### src/rtl/ccr_pkg.sv
package ccr_pkg;
  typedef struct packed {
    logic phHold;
    logic phSkip;
  } phaseStrobe_t;

  typedef enum logic [1:0] {
    LINE_NRZI  = 2'b00,
    LINE_BP0   = 2'b01,
    LINE_BP1   = 2'b10,
    LINE_NRZI2 = 2'b11
  } lineMode_e;
endpackage

### src/rtl/ccr_datapath.sv
module ccr_datapath
  import ccr_pkg::*;
#(
  parameter int OSR      = 16,
  parameter int TICK_DIV = 1,
  localparam int PH_W    = $clog2(OSR)
) (
  input  logic            clk,
  input  logic            rstN,
  input  logic            lineIn,
  input  phaseStrobe_t    strobe,
  output logic            tick,
  output logic            edgeSeen,
  output logic [PH_W-1:0] phase,
  output logic            centreLvl,
  output logic            prevCentreLvl
);
  localparam logic [PH_W-1:0] CENTRE = PH_W'(OSR / 2);

  logic syncA, syncB, lastLvl;

  generate
    if (TICK_DIV == 1) begin : g_noDiv
      assign tick = 1'b1;
    end else begin : g_div
      localparam int DW = $clog2(TICK_DIV);
      logic [DW-1:0] divCnt;
      always_ff @(posedge clk) begin
        if (!rstN) divCnt <= '0;
        else if (divCnt == DW'(TICK_DIV - 1)) divCnt <= '0;
        else divCnt <= divCnt + 1'b1;
      end
      assign tick = (divCnt == '0);
    end
  endgenerate

  always_ff @(posedge clk) begin
    if (!rstN) begin
      syncA <= 1'b0;
      syncB <= 1'b0;
    end else begin
      syncA <= lineIn;
      syncB <= syncA;
    end
  end

  assign edgeSeen = tick && (syncB != lastLvl);

  always_ff @(posedge clk) begin
    if (!rstN) begin
      lastLvl       <= 1'b0;
      phase         <= '0;
      centreLvl     <= 1'b0;
      prevCentreLvl <= 1'b0;
    end else if (tick) begin
      lastLvl <= syncB;
      if (strobe.phHold)      phase <= phase;
      else if (strobe.phSkip) phase <= phase + PH_W'(2);
      else                    phase <= phase + 1'b1;
      if (phase == CENTRE) begin
        centreLvl     <= syncB;
        prevCentreLvl <= centreLvl;
      end
    end
  end
endmodule

### src/rtl/ccr_control.sv
module ccr_control
  import ccr_pkg::*;
#(
  parameter int OSR         = 16,
  parameter int LOCK_CELLS  = 8,
  parameter int UNLOCK_VIOL = 4,
  localparam int PH_W       = $clog2(OSR),
  localparam int GW         = $clog2(LOCK_CELLS + 1),
  localparam int VW         = $clog2(UNLOCK_VIOL + 1)
) (
  input  logic            clk,
  input  logic            rstN,
  input  logic [1:0]      mode,
  input  logic            tick,
  input  logic            edgeSeen,
  input  logic [PH_W-1:0] phase,
  input  logic            centreLvl,
  input  logic            prevCentreLvl,
  output phaseStrobe_t    strobe,
  output logic            bitValid,
  output logic            bitData,
  output logic            locked,
  output logic            codeViol
);
  localparam int Q = OSR / 4;
  localparam logic [PH_W-1:0] EARLY_HI  = PH_W'(Q);
  localparam logic [PH_W-1:0] LATE_LO   = PH_W'(OSR - Q);
  localparam logic [PH_W-1:0] CELL_HEAD = PH_W'(OSR - Q);
  localparam logic [PH_W-1:0] CELL_TAIL = PH_W'(OSR - Q - 1);

  logic inBnd, inMid, bndSeen, midSeen, bndAll, midAll, isBp0, isBp1, isBp;
  logic [GW-1:0] goodRun;
  logic [VW-1:0] violCnt;

  assign isBp0 = (mode == LINE_BP0);
  assign isBp1 = (mode == LINE_BP1);
  assign isBp  = isBp0 || isBp1;

  assign inBnd = (phase >= LATE_LO) || (phase <= EARLY_HI);
  assign inMid = !inBnd;

  always_comb begin
    strobe.phHold = edgeSeen && (phase != '0) && (phase <= EARLY_HI);
    strobe.phSkip = edgeSeen && (phase >= LATE_LO);
  end

  assign bndAll = bndSeen || (edgeSeen && inBnd);
  assign midAll = midSeen || (edgeSeen && inMid);

  always_ff @(posedge clk) begin
    if (!rstN) begin
      bndSeen  <= 1'b0;
      midSeen  <= 1'b0;
      goodRun  <= '0;
      violCnt  <= '0;
      locked   <= 1'b0;
      bitValid <= 1'b0;
      bitData  <= 1'b0;
      codeViol <= 1'b0;
    end else begin
      bitValid <= 1'b0;
      codeViol <= 1'b0;
      if (tick) begin
        if (phase == CELL_HEAD) begin
          bndSeen <= edgeSeen && inBnd;
          midSeen <= edgeSeen && inMid;
        end else begin
          bndSeen <= bndAll;
          midSeen <= midAll;
        end
        if (phase == CELL_TAIL) begin
          bitValid <= 1'b1;
          if (isBp) bitData <= isBp1 ? midAll : !midAll;
          else      bitData <= (centreLvl == prevCentreLvl);
          if (isBp && !bndAll) begin
            codeViol <= 1'b1;
            goodRun  <= '0;
            if (locked) begin
              if (violCnt == VW'(UNLOCK_VIOL - 1)) begin
                locked  <= 1'b0;
                violCnt <= '0;
              end else begin
                violCnt <= violCnt + 1'b1;
              end
            end
          end else if (!isBp && midAll) begin
            goodRun <= '0;
          end else if (bndAll && !locked) begin
            if (goodRun == GW'(LOCK_CELLS - 1)) begin
              locked  <= 1'b1;
              goodRun <= '0;
              violCnt <= '0;
            end else begin
              goodRun <= goodRun + 1'b1;
            end
          end
        end
      end
    end
  end
endmodule

### src/rtl/cell_clock_recovery.sv
module cell_clock_recovery
  import ccr_pkg::*;
#(
  parameter int OSR         = 16,
  parameter int TICK_DIV    = 1,
  parameter int LOCK_CELLS  = 8,
  parameter int UNLOCK_VIOL = 4
) (
  input  logic       clk,
  input  logic       rstN,
  input  logic [1:0] mode,
  input  logic       lineIn,
  output logic       bitValid,
  output logic       bitData,
  output logic       locked,
  output logic       codeViol
);
  localparam int PH_W = $clog2(OSR);

  phaseStrobe_t    strobe;
  logic            tick, edgeSeen, centreLvl, prevCentreLvl;
  logic [PH_W-1:0] phase;

  ccr_datapath #(.OSR(OSR), .TICK_DIV(TICK_DIV)) u_dp (
    .clk(clk), .rstN(rstN), .lineIn(lineIn), .strobe(strobe),
    .tick(tick), .edgeSeen(edgeSeen), .phase(phase),
    .centreLvl(centreLvl), .prevCentreLvl(prevCentreLvl)
  );

  ccr_control #(.OSR(OSR), .LOCK_CELLS(LOCK_CELLS), .UNLOCK_VIOL(UNLOCK_VIOL)) u_ctl (
    .clk(clk), .rstN(rstN), .mode(mode), .tick(tick), .edgeSeen(edgeSeen),
    .phase(phase), .centreLvl(centreLvl), .prevCentreLvl(prevCentreLvl),
    .strobe(strobe), .bitValid(bitValid), .bitData(bitData),
    .locked(locked), .codeViol(codeViol)
  );
endmodule

### config.mk
export PLATFORM = sky130hd
export DESIGN_NAME = cell_clock_recovery
export DESIGN_NICKNAME = d
export VERILOG_FILES = /design/src/rtl/ccr_pkg.sv /design/src/rtl/ccr_datapath.sv /design/src/rtl/ccr_control.sv /design/src/rtl/cell_clock_recovery.sv
export SDC_FILE = /design/constraint.sdc
export NUM_CORES = 1
export LEC_CHECK = 0
export CORE_AREA = 5 5 61 63
export DETAILED_ROUTE_END_ITERATION = 8
export DIE_AREA = 0 0 66 68
export GPL_TIMING_DRIVEN = 0
export PLACE_DENSITY = 0.59
export SLEW_MARGIN = 10
export SYNTH_ARGS = -nofsm -noshare
export SYNTH_HDL_FRONTEND = slang
export SYNTH_SLANG_ARGS = --single-unit
### constraint.sdc
create_clock -name clk -period 4.5 [get_ports clk]
set_input_delay 0.45 -clock clk [delete_from_list [all_inputs] [get_ports clk]]
set_output_delay 0.45 -clock clk [all_outputs]
set_load 0.03 [all_outputs]
==> run_results.csv, run 1 <==
group,metric,value,unit
timing,timing.fmax,459,MHz
layout,stdcell_count,198,
clock_network,clk_lat_worst_skew,0.30,ns
grt,gr-usage-all-layers,0.126,
setup_path,critical_path_fanouts_max,10,
layout,layout.cell_area.non_filler,1470,µm²
routing,drt-wirelength-per-cell,13.0,µm
synthesis,ys_seq_area_frac,0.335,
timing,unrepaired_setup_endpoints_after_global_routing,"no",
synthesis,yosys.cell_types.count,52,
worst_hold_path,hold_end,"u_dp.syncB",
synthesis,count_of_flip_flops_with_a_built_in_enable_after_synthesis,0,
routing,detail_route.iter0.violations,40,
synthesis,post-synth-top-area-fraction,0.335,
setup_path,cell_chain_of_the_critical_path,"clkdlybuf4s50_1 -> inv_1 -> ha_1 -> buf_1 -> a311oi_2 -> and2b_1 -> nand3_1 -> mux2i_1",
die,floorplan.die.height,68,µm
clock_network,numCtsBuffers,3,
layout,largest_registers,"u_ctl.goodRun x4, u_dp.phase x4, u_ctl.violCnt x3",
place,dp_hpwl,1.90,mm
timing,final-setup-viol-count,0,
clock_network,ctsHtreeMaxLevel,1,
routing,detailroute.via_count,1064,
synthesis,netlist.top_cell.by_area,"sky130_fd_sc_hd__dfxtp_1",
place,dp_slack,1.99,ns
setup_path,critical_path.n_buffers_inverters,3,
setup_path,critPathMaxStageDelay,0.49,ns
timing,postLayoutSetupSlackWorst,2.32,ns
job,max_cap_viol_count,0,
layout,multi_input_comb_area,826,µm²
layout,fillers,318,
setup_path,crit_required,4.73,ns
setup_path,cp_data_arrival_time,2.41,ns
setup_path,cp_slowest_cell,"sky130_fd_sc_hd__a311oi_2",
synthesis,postSynth.asyncResetShare,0,
setup_path,cp_startpoint_kind,"primary input",
timing,setup_tns,0,ns
timing,slew_violations,0,
setup_path,critical-path-top-delay-family,"buffers and inverters",
pwr,power.total,390,µW
die,initial_utilization,0.414,
clock_network,post-cts-setup-buffer-count,0,
worst_hold_path,min-delay-path-class,"reg -> reg",
clock_network,cts.clk_slew.worst_paths,0.11,ns
synthesis,ys_top_cells_by_area,"sky130_fd_sc_hd__dfxtp_1, sky130_fd_sc_hd__ha_1, sky130_fd_sc_hd__nand2_1, sky130_fd_sc_hd__nand3_1, sky130_fd_sc_hd__a31oi_4",
grt,grt_max_degree,12,
timing,slew_headroom,0.670,
worst_hold_path,hp-start,"u_dp.syncA",
timing,final.period_utilization,0.484,
clock_network,cts.hold.buffers_added,0,
die,floorplan.io_pins,9,
clock_network,bufs_on_longest_clock_path,2,
routing,route.detailed.vias_per_inst,5.37,
layout,syn_to_final_growth,11.4,%
synthesis,synth.net_count,153,
die,row_count,21,
pwr,pwr_density_cell,266,nW/µm²
place,place.port_buffers,7,
routing,drc,0,
routing,postRouteAntennaNets,0,
synthesis,netlist_instances,142,
routing,postRouteWirelength,2.57,mm
place,postPlaceCellArea,1440,µm²
pwr,power_leakage,0.000546,µW
pwr,vdd_ir_drop_max,0.000130,V
layout,post_route_cells_drive_above_1_share,0.105,
timing,timing.final.hold_violations,0,
setup_path,r2r_slack,2.40,ns
clock_network,tritoncts_sinks,22,
timing,worst-slew-pin-transition,0.495,ns
setup_path,cp-end-kind,"register",
place,placed_cell_count,195,
setup_path,worstRegToRegCells,7,
timing,finClkSkew,0.0111,ns
clock_network,clock_tree_from_tritoncts,"done",
routing,drt_pass1_iterations,4,
worst_hold_path,whs_path_depth,1,
grt,first_global_vias,977,
die,placeableCoreArea,3180,µm²
clock_network,cts_resized,0,
layout,net_count_of_the_finished_layout,165,
place,routability_congestion_estimate,0.789,
synthesis,post_synth_instance_area,1320,µm²
grt,grt_pass1_wl,4.41,mm
synthesis,yosys_warnings,0,
die,die_width,66,µm
setup_path,rr_endpoint,"u_ctl.violCnt[1]",
setup_path,worstSetupPathType,"in -> reg",
layout,antenna_cells,0,
synthesis,postSynthAreaPerCell,9.26,µm²
run_status,outcome,"complete, no violations",
die,design.die.area,4490,µm²
clock_network,clock-root-buffer,"sky130_fd_sc_hd__clkbuf_4",
synthesis,yosys_register_bits,22,
synthesis,synth-main-ff-cell,"sky130_fd_sc_hd__dfxtp_1",
grt,grt_antenna_before_repair,0,
layout,sequential_cell_area,440,µm²
grt,grt.overflow.total,0,
timing,min_period,2.18,ns
setup_path,r2r_start,"u_dp.phase[0]",
==> area by class of cell <==
type | count | share of cell area
tap | 46 | 0.0393
inverter | 5 | 0.0128
timing repair buffer | 7 | 0.0478
sequential | 22 | 0.301
clock buffer | 3 | 0.0154
buffer | 7 | 0.0205
multi-input combinational | 108 | 0.564
==> cell usage after synthesis (2+ instances only) <==
library cell / n
sky130_fd_sc_hd__nor3_1: 2
sky130_fd_sc_hd__nand3b_1: 3
sky130_fd_sc_hd__clkbuf_1: 5
sky130_fd_sc_hd__nand3_1: 9
sky130_fd_sc_hd__o21ai_0: 5
sky130_fd_sc_hd__o211ai_1: 3
sky130_fd_sc_hd__nand4b_1: 2
sky130_fd_sc_hd__a31oi_4: 2
sky130_fd_sc_hd__nor2b_1: 3
sky130_fd_sc_hd__nand2_1: 13
sky130_fd_sc_hd__and3b_1: 2
sky130_fd_sc_hd__dfxtp_1: 22
sky130_fd_sc_hd__and2_1: 5
sky130_fd_sc_hd__a2111oi_0: 2
sky130_fd_sc_hd__xnor2_1: 2
sky130_fd_sc_hd__ha_1: 6
sky130_fd_sc_hd__inv_1: 4
sky130_fd_sc_hd__nor2_1: 4
sky130_fd_sc_hd__a21oi_1: 8
sky130_fd_sc_hd__mux2i_1: 3
sky130_fd_sc_hd__nand2b_1: 5
sky130_fd_sc_hd__and3_1: 2
==> metal layers <==
layer  global-route usage  share of wire  up-vias
met3               0.0230          0.040        4
met4               0.0558          0.017        0
met2                0.213           0.45       21
li1                     -              -      538
met5                    0              0        -
met1                0.157           0.49      501
==> cells by family after synthesis <==
kind of cell | synth area share
buffers and inverters | 0.0371
XOR/XNOR | 0.0533
adder cells (fa/ha/maj) | 0.0571
flip-flops | 0.335
AND/OR/NAND/NOR | 0.293
AO/OA/AOI/OAI | 0.193
multiplexers | 0.0314
==> stage by stage <==
stage	hold slack [ns]	util
6_report	0.452	0.461
2_1_floorplan	0.412	-
3_3_place_gp	0.423	0.454
4_1_cts	0.461	0.461
5_1_grt	0.472	0.461
3_5_place_dp	0.429	0.454
==> worst max-delay path by stage <==
stage | start | endpoint | slack (ns) | cells after the start
after floorplan | u_dp.phase[0] | u_ctl.violCnt[2] | 2.60 | 7
after global placement | mode[0] | u_ctl.goodRun[3] | 2.04 | 8
after detailed placement | mode[0] | u_ctl.violCnt[1] | 1.99 | 8
after CTS | mode[0] | u_ctl.violCnt[1] | 2.31 | 8
after global routing | mode[0] | u_ctl.goodRun[0] | 2.22 | 7
final | mode[0] | u_ctl.violCnt[1] | 2.32 | 8
==> cells in the final DEF (no fill, tap or decap), drive strengths merged, types with 3 or more instances in the layout <==
cell,n
inv,4
o21ai,5
nor2,4
mux2i,3
dfxtp,22
clkdlybuf4s50,7
nand2b,5
nand2,13
and2,5
o211ai,3
nor3,4
nor2b,3
nand3,9
ha,6
a21oi,8
nand3b,3
a31oi,3
clkbuf,8
xnor2,3
==> power breakdown <==
part / internal (µW) / switching [µW]
clock network: 31.2 / 57.5
logic: 37.6 / 54.5
registers: 202 / 7.67
(Power assumes the default switching activity.)
==> run 2, diff against run 1 <==
Settings changed: PLACE_DENSITY 0.59 to 0.61.
Clock period 4.5 ns to 2 ns, I/O delays scaled along.
==> run 2 against run 1 <==
Clock power is 120% higher. Non-clock buffer count is 3 higher. Final cell count is 1.5% higher. Count of clock-buffer cells in the layout stayed put. Global-route usage is 0.66 points higher. Routed wire length is 6.8% higher. Combinational power grew to 2.8 times the previous value. Via count is 1.1% higher. Power is 140% higher. Sequential power is 130% higher. Core utilization is 2.9 points higher. First-iteration DRC count is 43% lower.
==> run_results.csv, run 2 (synthesis results as in run 1) <==
group,metric,value,unit
timing,slew_violations,0,
pwr,power_switching,287,µW
routing,detail_route.iter0.violations,23,
setup_path,worstSetupPathType,"reg -> reg",
die,floorplan.die.height,68,µm
timing,final.period_utilization,0.989,
pwr,intPower,642,µW
layout,net_count_of_the_finished_layout,168,
layout,layout_common_cells,"sky130_fd_sc_hd__dfxtp_1, sky130_fd_sc_hd__nand2_1, sky130_fd_sc_hd__nand3_1",
die,row_count,21,
place,routability_congestion_estimate,0.778,
routing,drt_pass1_iterations,4,
pwr,power_leakage,0.000581,µW
setup_path,critPathMaxStageDelay,0.44,ns
die,design.die.area,4490,µm²
layout,layout.cells.most_common,"sky130_fd_sc_hd__dfxtp_1",
clock_network,numCtsBuffers,3,
pwr,seqPwrFrac,0.508,
routing,postRouteAntennaNets,0,
clock_network,cts.clk_slew.worst_paths,0.12,ns
setup_path,cp_startpoint_kind,"register",
timing,slew_headroom,0.681,
setup_path,cp-end-kind,"register",
clock_network,cts.hold.buffers_added,0,
setup_path,cp_data_arrival_time,2.19,ns
job,max_cap_viol_count,0,
clock_network,tritoncts_sinks,22,
timing,unrepaired_setup_endpoints_after_global_routing,"yes",
routing,detailroute.via_count,1076,
die,die_width,66,µm
place,place.port_buffers,7,
clock_network,bufs_on_longest_clock_path,2,
grt,gr-usage-all-layers,0.133,
routing,route.detailed.vias_per_inst,5.35,
layout,fillers,310,
setup_path,critical_path_fanouts_max,5,
pwr,power.total,929,µW
clock_network,ctsHtreeMaxLevel,1,
die,placeableCoreArea,3180,µm²
routing,postRouteWirelength,2.75,mm
timing,worst-slew-pin-transition,0.479,ns
setup_path,crit_required,2.22,ns
clock_network,clock-root-buffer,"sky130_fd_sc_hd__clkbuf_4",
grt,grt_pass1_wl,4.68,mm
setup_path,critical-path-top-delay-family,"simple AND/OR/NAND/NOR gates",
run_status,outcome,"complete, no violations",
pwr,clock_power_share,0.214,
layout,antenna_cells,0,
worst_hold_path,min-delay-path-class,"in -> reg",
pwr,vdd_ir_drop_max,0.000347,V
die,floorplan.io_pins,9,
pwr,p_sw_frac,0.309,
grt,grt_max_degree,12,
timing,final-setup-viol-count,0,
timing,timing.final.hold_violations,0,
timing,finClkSkew,0.00989,ns
layout,syn_to_final_growth,18.4,%
pwr,pwr_density_cell,597,nW/µm²
clock_network,clock_tree_from_tritoncts,"done",
grt,grt_antenna_before_repair,0,
place,dp_hpwl,1.99,mm
pwr,p_comb_frac,0.277,
layout,post_route_cells_drive_above_1_share,0.181,
timing,setup_tns,0,ns
layout,largest_registers,"u_ctl.goodRun x4, u_dp.phase x4, u_ctl.violCnt x3",
routing,drc,0,
setup_path,critical_path.n_buffers_inverters,1,
routing,drt-wirelength-per-cell,13.7,µm
die,initial_utilization,0.414,
setup_path,cell_chain_of_the_critical_path,"inv_1 -> ha_4 -> or3b_4 -> a31oi_4 -> and4b_1 -> nor3_4 -> o211a_1",
grt,first_global_vias,1018,
setup_path,cp_slowest_cell,"sky130_fd_sc_hd__or3b_4",
timing,min_period,1.98,ns
grt,grt.overflow.total,0,
timing,timing.fmax,505,MHz
clock_network,clk_lat_worst_skew,0.30,ns
[run 2: layout make-up]
class                   instances  area [µm²]  area share
clock buffers                   3        22.5      0.0145
repair buffers                 11         100      0.0643
multi-input cells             108         885       0.568
inverters                       5        21.3      0.0137
plain buffers                   6        27.5      0.0177
flip-flops and latches         22         443       0.285
well taps                      46        57.6      0.0370
[run 2: what timing repair did]
item | CTS | global route
gates resized for setup | 4 | 10
pin swaps | 3 | 5
setup endpoints to repair | 8 | 8
setup buffers | 0 | 4
[run 2: power by group through the flow]
stage / Sequential, µW / Combinational [µW] / Clock, µW
3_5_place_dp: 480 / 205 / 0
5_1_grt: 475 / 283 / 225
2_1_floorplan: 477 / 162 / 0
3_3_place_gp: 480 / 199 / 0
4_1_cts: 472 / 210 / 208
6_report: 472 / 258 / 199
[run 2: per-layer routing]
metal | GRT usage | vias to the layer above | part of all wire
met3 | 0.0197 | 2 | 0.025
met2 | 0.230 | 12 | 0.52
met1 | 0.167 | 514 | 0.45
li1 | - | 548 | -
met4 | 0.0482 | 0 | 0.0055
met5 | 0 | - | 0
[run 2: worst register-to-register path, stage by stage, from the launching register on]
cell,delay [ns]
sky130_fd_sc_hd__dfxtp_2,0.35
sky130_fd_sc_hd__inv_1,0.08
sky130_fd_sc_hd__ha_4,0.17
sky130_fd_sc_hd__or3b_4,0.44
sky130_fd_sc_hd__a31oi_4,0.29
sky130_fd_sc_hd__and4b_1,0.28
sky130_fd_sc_hd__nor3_4,0.06
sky130_fd_sc_hd__o211a_1,0.21
[run 2: per-stage QoR]
stage / std cells / setup slack (ns) / utilization / hold slack [ns] / cell area (µm²)
2_1_floorplan: 142 / 0.100 / - / 0.327 / 1320
3_3_place_gp: 195 / -0.175 / 0.454 / 0.417 / 1440
3_5_place_dp: 195 / -0.240 / 0.454 / 0.421 / 1440
4_1_cts: 198 / 0.00503 / 0.468 / 0.325 / 1490
5_1_grt: 201 / -0.0877 / 0.490 / 0.353 / 1560
6_report: 201 / 0.0211 / 0.490 / 0.324 / 1560
[run 2: path summary, 6_finish.rpt]
kind,cells after the start,slack (ns),startpoint,to
max,7,0.02,u_dp.phase[1],u_ctl.violCnt[2]
min,3,0.32,rstN,u_ctl.violCnt[1]
max reg2reg,7,0.02,u_dp.phase[1],u_ctl.violCnt[2]
min reg2reg,1,0.45,u_dp.syncA,u_dp.syncB
==> run 3, diff against run 2 <==
--- a/config.mk
+++ b/config.mk
@@ -7,8 +7,9 @@
 export LEC_CHECK = 0
 export CORE_AREA = 5 5 61 63
+export CTS_CLUSTER_SIZE = 14
 export DETAILED_ROUTE_END_ITERATION = 8
 export DIE_AREA = 0 0 66 68
 export GPL_TIMING_DRIVEN = 0
-export PLACE_DENSITY = 0.61
+export PLACE_DENSITY = 0.6
 export SLEW_MARGIN = 10
 export SYNTH_ARGS = -nofsm -noshare
==> constraint.sdc (replaced) <==
create_clock -name clk -period 2 [get_ports clk]
set_input_delay 0.3 -clock clk [delete_from_list [all_inputs] [get_ports clk]]
set_output_delay 0.3 -clock clk [all_outputs]
set_load 0.03 [all_outputs]
==> run 3 against run 2 <==
Global-route usage decreased by 0.36 points. First-iteration DRC count increased by 120%. Sequential share of layout area increased by 0.069 points. Critical endpoint unchanged.
==> run_results.csv, run 3 (synthesis results as in run 1) <==
group,metric,value,unit
place,place.port_buffers,7,
timing,finClkSkew,0.00322,ns
setup_path,r2r_start,"u_dp.phase[1]",
clock_network,cts.clk_slew.worst_paths,0.13,ns
clock_network,ctsHtreeMaxLevel,1,
timing,final-setup-viol-count,0,
worst_hold_path,whs_path_depth,3,
pwr,power.total,1060,µW
grt,grt_max_degree,14,
timing,slew_violations,0,
pwr,clock_power_share,0.330,
clock_network,cts.hold.buffers_added,0,
clock_network,clock_tree_from_tritoncts,"done",
pwr,power_leakage,0.000571,µW
setup_path,crit_required,2.22,ns
clock_network,clock-root-buffer,"sky130_fd_sc_hd__clkbuf_4",
layout,layout_common_cells,"sky130_fd_sc_hd__dfxtp_1, sky130_fd_sc_hd__nand2_1, sky130_fd_sc_hd__nand3_1",
routing,drc,0,
clock_network,tritoncts_sinks,22,
routing,drt_pass1_iterations,4,
pwr,pwr_density_cell,683,nW/µm²
worst_hold_path,hp-start,"rstN",
die,die_width,66,µm
layout,syn_to_final_growth,18.1,%
layout,stdcell_count,200,
setup_path,worstRegToRegCells,7,
worst_hold_path,min-delay-path-class,"in -> reg",
grt,first_global_vias,1053,
place,placed_cell_count,195,
die,design.die.area,4490,µm²
routing,postRouteWirelength,2.71,mm
timing,timing.fmax,506,MHz
die,floorplan.io_pins,9,
worst_hold_path,hold_end,"u_ctl.violCnt[0]",
pwr,p_comb_frac,0.223,
die,floorplan.die.height,68,µm
setup_path,cp_data_arrival_time,2.20,ns
clock_network,bufs_on_longest_clock_path,2,
timing,final.period_utilization,0.989,
pwr,vdd_ir_drop_max,0.000400,V
timing,final_hold_slack,0.390,ns
setup_path,cp-end-kind,"register",
routing,route.detailed.vias_per_inst,5.42,
grt,gr-usage-all-layers,0.129,
pwr,seqPwrFrac,0.447,
timing,min_period,1.98,ns
clock_network,clk_lat_worst_skew,0.31,ns
setup_path,r2r_slack,0.02,ns
pwr,power_switching,301,µW
layout,largest_registers,"u_ctl.goodRun x4, u_dp.phase x4, u_ctl.violCnt x3",
pwr,intPower,761,µW
grt,grt_antenna_before_repair,0,
die,initial_utilization,0.414,
layout,antenna_cells,0,
timing,timing.final.hold_violations,0,
place,postPlaceCellArea,1440,µm²
run_status,outcome,"complete, no violations",
die,placeableCoreArea,3180,µm²
timing,slew_headroom,0.688,
layout,layout.cells.most_common,"sky130_fd_sc_hd__dfxtp_1",
routing,postRouteAntennaNets,0,
layout,post_route_cells_drive_above_1_share,0.162,
layout,net_count_of_the_finished_layout,166,
routing,detailroute.via_count,1083,
routing,drt-wirelength-per-cell,13.5,µm
layout,layout.cell_area.non_filler,1550,µm²
timing,setup_tns,0,ns
setup_path,rr_endpoint,"u_ctl.violCnt[2]",
timing,worst-slew-pin-transition,0.468,ns
setup_path,cp_startpoint_kind,"register",
grt,grt_pass1_wl,4.56,mm
die,row_count,21,
setup_path,worstSetupPathType,"reg -> reg",
routing,detail_route.iter0.violations,50,
place,routability_congestion_estimate,0.795,
timing,unrepaired_setup_endpoints_after_global_routing,"yes",
clock_network,numCtsBuffers,3,
setup_path,critical_path_fanouts_max,5,
grt,grt.overflow.total,0,
place,dp_hpwl,1.98,mm
pwr,p_sw_frac,0.283,
job,max_cap_viol_count,0,
run 3: worst max-delay path by stage:
stage	start	to	slack, ns	cells after the start
after floorplan	u_dp.phase[0]	u_ctl.violCnt[2]	0.10	7
after global placement	mode[0]	u_ctl.violCnt[1]	-0.30	8
after detailed placement	mode[0]	u_ctl.violCnt[1]	-0.37	8
after CTS	u_dp.phase[0]	u_ctl.violCnt[1]	0.001	7
after global routing	u_dp.phase[1]	u_ctl.violCnt[2]	-0.05	7
final	u_dp.phase[1]	u_ctl.violCnt[2]	0.02	7
run 3: power by group through the flow:
stage          registers [µW]  logic, µW  clock network [µW]
5_1_grt                   477        263                 372
3_5_place_dp              479        208                   0
2_1_floorplan             477        162                   0
4_1_cts                   472        217                 355
6_report                  474        237                 350
3_3_place_gp              479        200                   0
run 3: critical path, cell delays in order, from the launching register on:
cell	delay, ns
sky130_fd_sc_hd__dfxtp_2	0.38
sky130_fd_sc_hd__inv_2	0.06
sky130_fd_sc_hd__ha_4	0.15
sky130_fd_sc_hd__or3b_4	0.45
sky130_fd_sc_hd__a31oi_4	0.28
sky130_fd_sc_hd__and4b_1	0.29
sky130_fd_sc_hd__nor3_4	0.06
sky130_fd_sc_hd__o211a_1	0.21
run 3: what timing repair did:
action	in CTS	in global routing
gates resized for setup	4	7
pin swaps	2	4
setup buffers	1	1
setup endpoints to repair	8	6
run 3: layout make-up:
cell class | instances | area [µm²]
multi-input cells | 108 | 870
clock buffers | 3 | 22.5
inverters | 5 | 18.8
plain buffers | 6 | 26.3
well taps | 46 | 57.6
repair buffers | 9 | 85.1
fillers | 301 | 1630
flip-flops and latches | 22 | 443
clock inverters | 1 | 30.0
run 3: metrics by stage:
step           utilization  setup slack [ns]
6_report             0.488            0.0225
4_1_cts              0.477           0.00134
5_1_grt              0.488           -0.0492
2_1_floorplan            -             0.100
3_5_place_dp         0.454            -0.365
3_3_place_gp         0.454            -0.300
run 3: per-layer routing:
| layer | global-route usage | share of wire |
|---|---|---|
| met2 | 0.233 | 0.49 |
| met1 | 0.149 | 0.45 |
| met4 | 0.0609 | 0.016 |
| met3 | 0.0213 | 0.042 |
| met5 | 0 | 0 |
